[config.mk]
export PLATFORM = sky130hd
export DESIGN_NAME = fault_latch_reg
export DESIGN_NICKNAME = d
export VERILOG_FILES = /design/src/rtl/fault_latch_pkg.sv /design/src/rtl/fault_flag_cell.sv /design/src/rtl/fault_rd_fmt.sv /design/src/rtl/fault_latch_reg.sv
export SDC_FILE = /design/constraint.sdc
export NUM_CORES = 1
export LEC_CHECK = 0
export BUFFER_PORTS_ARGS = -buffer_cell sky130_fd_sc_hd__buf_2
export CORE_AREA = 5 5 42 44
export DETAILED_ROUTE_END_ITERATION = 6
export DIE_AREA = 0 0 47 49
export GPL_ROUTABILITY_DRIVEN = 0
export MAX_ROUTING_LAYER = met4
export PLACE_DENSITY = 0.5
export SYNTH_ARGS = -nofsm -noshare
export SYNTH_HDL_FRONTEND = slang
export SYNTH_SLANG_ARGS = --single-unit
[constraint.sdc]
create_clock -name clk -period 0.8 [get_ports clk]
set_input_delay 0.16 -clock clk [delete_from_list [all_inputs] [get_ports clk]]
set_output_delay 0.16 -clock clk [all_outputs]
set_load 0.05 [all_outputs]
[src/rtl/fault_latch_pkg.sv]
package fault_latch_pkg;
    localparam int unsigned N_SRC  = 4;
    localparam int unsigned DATA_W = 8;

    typedef enum logic {
        ST_CLEAR = 1'b0,
        ST_ARMED = 1'b1
    } flag_state_e;
endpackage

[src/rtl/fault_flag_cell.sv]
module fault_flag_cell
    import fault_latch_pkg::*;
(
    input  logic clk,
    input  logic rst_n,
    input  logic wr_en,
    input  logic wr_bit,
    input  logic fail,
    output logic flag
);
    flag_state_e state_q;
    flag_state_e state_d;

    // next-state selection: failure (TRIP) has priority over any write
    always_comb begin
        state_d = state_q;
        unique case (state_q)
            ST_CLEAR: begin
                if (!fail && wr_en && wr_bit) state_d = ST_ARMED;   // ARM
            end
            ST_ARMED: begin
                if (fail)                      state_d = ST_CLEAR;  // TRIP
                else if (wr_en && !wr_bit)     state_d = ST_CLEAR;  // DISARM
            end
            default: state_d = ST_CLEAR;
        endcase
    end

    always_ff @(posedge clk or negedge rst_n) begin
        if (!rst_n) state_q <= ST_CLEAR;
        else        state_q <= state_d;
    end

    always_comb begin
        flag = (state_q == ST_ARMED);
    end


    arm_takes_chk: assert property (@(posedge clk) disable iff (!rst_n)
        (wr_en && wr_bit && !fail) |=> flag);

    trip_clears_chk: assert property (@(posedge clk) disable iff (!rst_n)
        fail |=> !flag);

    fail_wins_chk: assert property (@(posedge clk) disable iff (!rst_n)
        (fail && wr_en && wr_bit) |=> !flag);

    disarm_chk: assert property (@(posedge clk) disable iff (!rst_n)
        (wr_en && !wr_bit) |=> !flag);

    hold_chk: assert property (@(posedge clk) disable iff (!rst_n)
        (!wr_en && !fail) |=> $stable(flag));
endmodule

[src/rtl/fault_rd_fmt.sv]
module fault_rd_fmt #(
    parameter int unsigned N_SRC  = 4,
    parameter int unsigned DATA_W = 8
) (
    input  logic [N_SRC-1:0]  flags,
    output logic [DATA_W-1:0] rd_data
);
    localparam int unsigned PAD_W = DATA_W - N_SRC;

    always_comb begin
        rd_data = {{PAD_W{1'b0}}, flags};
    end


    always_comb begin
        upper_zero_chk: assert (rd_data[DATA_W-1:N_SRC] == '0);
    end
endmodule

[src/rtl/fault_latch_reg.sv]
module fault_latch_reg
    import fault_latch_pkg::*;
(
    input  logic              clk,
    input  logic              rst_n,
    input  logic              wr_en,
    input  logic [DATA_W-1:0] wr_data,
    input  logic [N_SRC-1:0]  src_fail,
    output logic [DATA_W-1:0] rd_data
);
    logic [N_SRC-1:0] flags;

    for (genvar g = 0; g < N_SRC; g++) begin : g_flag
        fault_flag_cell u_cell (
            .clk    (clk),
            .rst_n  (rst_n),
            .wr_en  (wr_en),
            .wr_bit (wr_data[g]),
            .fail   (src_fail[g]),
            .flag   (flags[g])
        );
    end

    fault_rd_fmt #(.N_SRC(N_SRC), .DATA_W(DATA_W)) u_fmt (
        .flags   (flags),
        .rd_data (rd_data)
    );

    // the upper write nibble never raises a flag without an armed low bit
    upper_ignored_chk: assert property (@(posedge clk) disable iff (!rst_n)
        (wr_en && wr_data[N_SRC-1:0] == '0) |=> (rd_data == '0));
endmodule

==> impl_metrics.env <==
export IMPL_status="finished, violations left"
export IMPL_violations="setup timing"
export IMPL_finalCriticalPeriod_ns=0.9322
export IMPL_critPathBufInv=1
export IMPL_syn_area_um2=224.0
export IMPL_fin_total_pwr_mw=0.6409
export IMPL_hold_viol=0
export IMPL_synth_top_cells_by_area="dfrtp_1 (45%), buf_4 (27%), mux2i_1 (18%)"
export IMPL_vias=173
export IMPL_final_area_um2=332.8
export IMPL_slowest_delay_ns=0.38
export IMPL_rows=14
export IMPL_drive_gt1_frac=0.5278
export IMPL_grt_antenna_before_repair=0
export IMPL_cp_arrival_ns=0.77
export IMPL_cts_root_buffer="clkbuf_4"
export IMPL_crit_chain="buf_6"
export IMPL_numCtsBuffers=3
export IMPL_htreeDepth=1
export IMPL_hold_class="in2reg"
export IMPL_drt_first_pass_iters=1
export IMPL_max_freq_mhz=1073
export IMPL_grtUsageTotal=0.05797
export IMPL_finClkSkew_ns=0
export IMPL_fin_util=0.2375
export IMPL_synth_top_area_share=0.4469
export IMPL_tns_ns=-0.5260
export IMPL_postSynthCellCount=22
export IMPL_setup_ws_ns=-0.1322
export IMPL_grt_pass1_vias=207
export IMPL_worstPathMaxFanout=2
export IMPL_yosys_area_top_type="dfrtp_1"
export IMPL_grt_overflow=0
export IMPL_nNetsFinal=53
export IMPL_seq_area_frac_synth=0.4469
export IMPL_drt_iter0_drc=0
export IMPL_largest_register_ffs=4
export IMPL_synth_ff_type="dfrtp_1"
export IMPL_p_per_area_nw_per_um2=1926
export IMPL_synth_most_common_cell="buf_4"
export IMPL_cap_violations=0
export IMPL_vias_per_cell=3.327
export IMPL_leakagePower_nw=0.1890
export IMPL_numPlacedInstances=46
export IMPL_syn_avg_cell_area_um2=10.18
export IMPL_end_kind="primary output"
export IMPL_maxSlewViolCount=0
export IMPL_drt_total_wl_um=498
export IMPL_synth_commonest_cells="buf_4 (8), dfrtp_1 (4), mux2i_1 (4), nor2_1 (4)"
export IMPL_synth_distinct_cells=6
export IMPL_io_pins=23
export IMPL_async_flop_share=1.000
export IMPL_critPathKind="reg2out"
export IMPL_rsz0062_at_grt="yes"
export IMPL_cts_num_sinks=4
export IMPL_area_growth_pct=48.60
export IMPL_design_core_area_um2=1401
export IMPL_start_util=0.1598
export IMPL_antenna_cells=0
export IMPL_die_area_um2=2303
export IMPL_path_clk_slew_ns=0.03
export IMPL_drtAntennaViolNets=0
export IMPL_start_kind="flop"
export IMPL_grt_max_degree=5
export IMPL_ys_ff_latch=4
export IMPL_crit_family="flip-flops"
export IMPL_instances_no_fill=52
export IMPL_drc=0
export IMPL_cpMaxStageDelayCell="dfrtp_1"
export IMPL_irDropWorstVdd_mv=0.3870
export IMPL_yosysWarnings=0
export IMPL_placed_area_um2=260.3
export IMPL_die_y_um=49
export IMPL_pre_cts_ws_ns=0.04794
export IMPL_whs_ns=0.06981
export IMPL_fin_crit_sh=1.165
export IMPL_cp_data_required_time_ns=0.64
export IMPL_chipWidth_um=47
export IMPL_cts_tree="yes"
export IMPL_clk_latency_ns=0.23
export IMPL_wl_per_cell_um=9.577
export IMPL_grt_pass1_wl_um=821
export IMPL_cts_max_path_buffers=2
export IMPL_setup_violations=6
export IMPL_port_buffers=14
export IMPL_synth_edf_count=0
## power breakdown
group | switching, mW | internal, mW | total, mW
registers | 0.00756 | 0.215 | 0.223
clock network | 0.0816 | 0.168 | 0.249
logic | 0.109 | 0.0601 | 0.169
total | 0.198 | 0.443 | 0.641
## layout make-up
type                    count  area, um2
clock buffers               3      22.52
repair buffers             17      120.1
fillers                   172       1069
flip-flops and latches      4      100.1
well taps                  16      20.02
multi-input cells          12      70.07
## what timing repair did
action / CTS / global route
resized for setup: 8 / 0
hold buffers: 1 / 0
endpoints found under the hold margin: 4 / 0
setup buffers: 0 / 2
setup endpoints to repair: 4 / 4
pin swaps: 0 / 1
## path summary, 6_finish.rpt
kind	start	endpoint	slack, ns	depth (start not counted)
worst max-delay path	g_flag[3].u_cell.flag	rd_data[3]	-0.13	1
worst min-delay path	src_fail[2]	g_flag[2].u_cell.flag	0.07	2
worst max register to register	g_flag[3].u_cell.flag	g_flag[3].u_cell.flag	-0.01	3
worst min register to register	g_flag[1].u_cell.flag	g_flag[1].u_cell.flag	0.54	2
max in group asynchronous	rst_n	g_flag[2].u_cell.flag	0.43	2
min in group asynchronous	rst_n	g_flag[0].u_cell.flag	0.26	2
## per-layer routing
layer  GRT usage  share of wire
met5           -              0
met4     0.08295          0.020
met3     0.02952           0.16
met2     0.07240           0.52
met1     0.04889           0.30
## logic make-up (layout without fill, tap and decap cells)
kind of cell | Yosys count | count (layout) | share of synthesized area
other | 1 | 4 | 0.01674
DFF | 4 | 4 | 0.4469
buffers and inverters | 9 | 20 | 0.2905
and+or+nand+nor | 4 | 4 | 0.06702
muxes | 4 | 4 | 0.1788
## cells in the final DEF (no fill, tap or decap)
master,netlist,routed
buf_2,0,10
buf_4,8,2
buf_6,0,4
clkbuf_4,0,3
conb_1,1,4
dfrtp_1,4,4
dlygate4sd3_1,0,1
mux2i_1,4,4
nor2_1,4,4
Power figures use the tool's default switching activity.
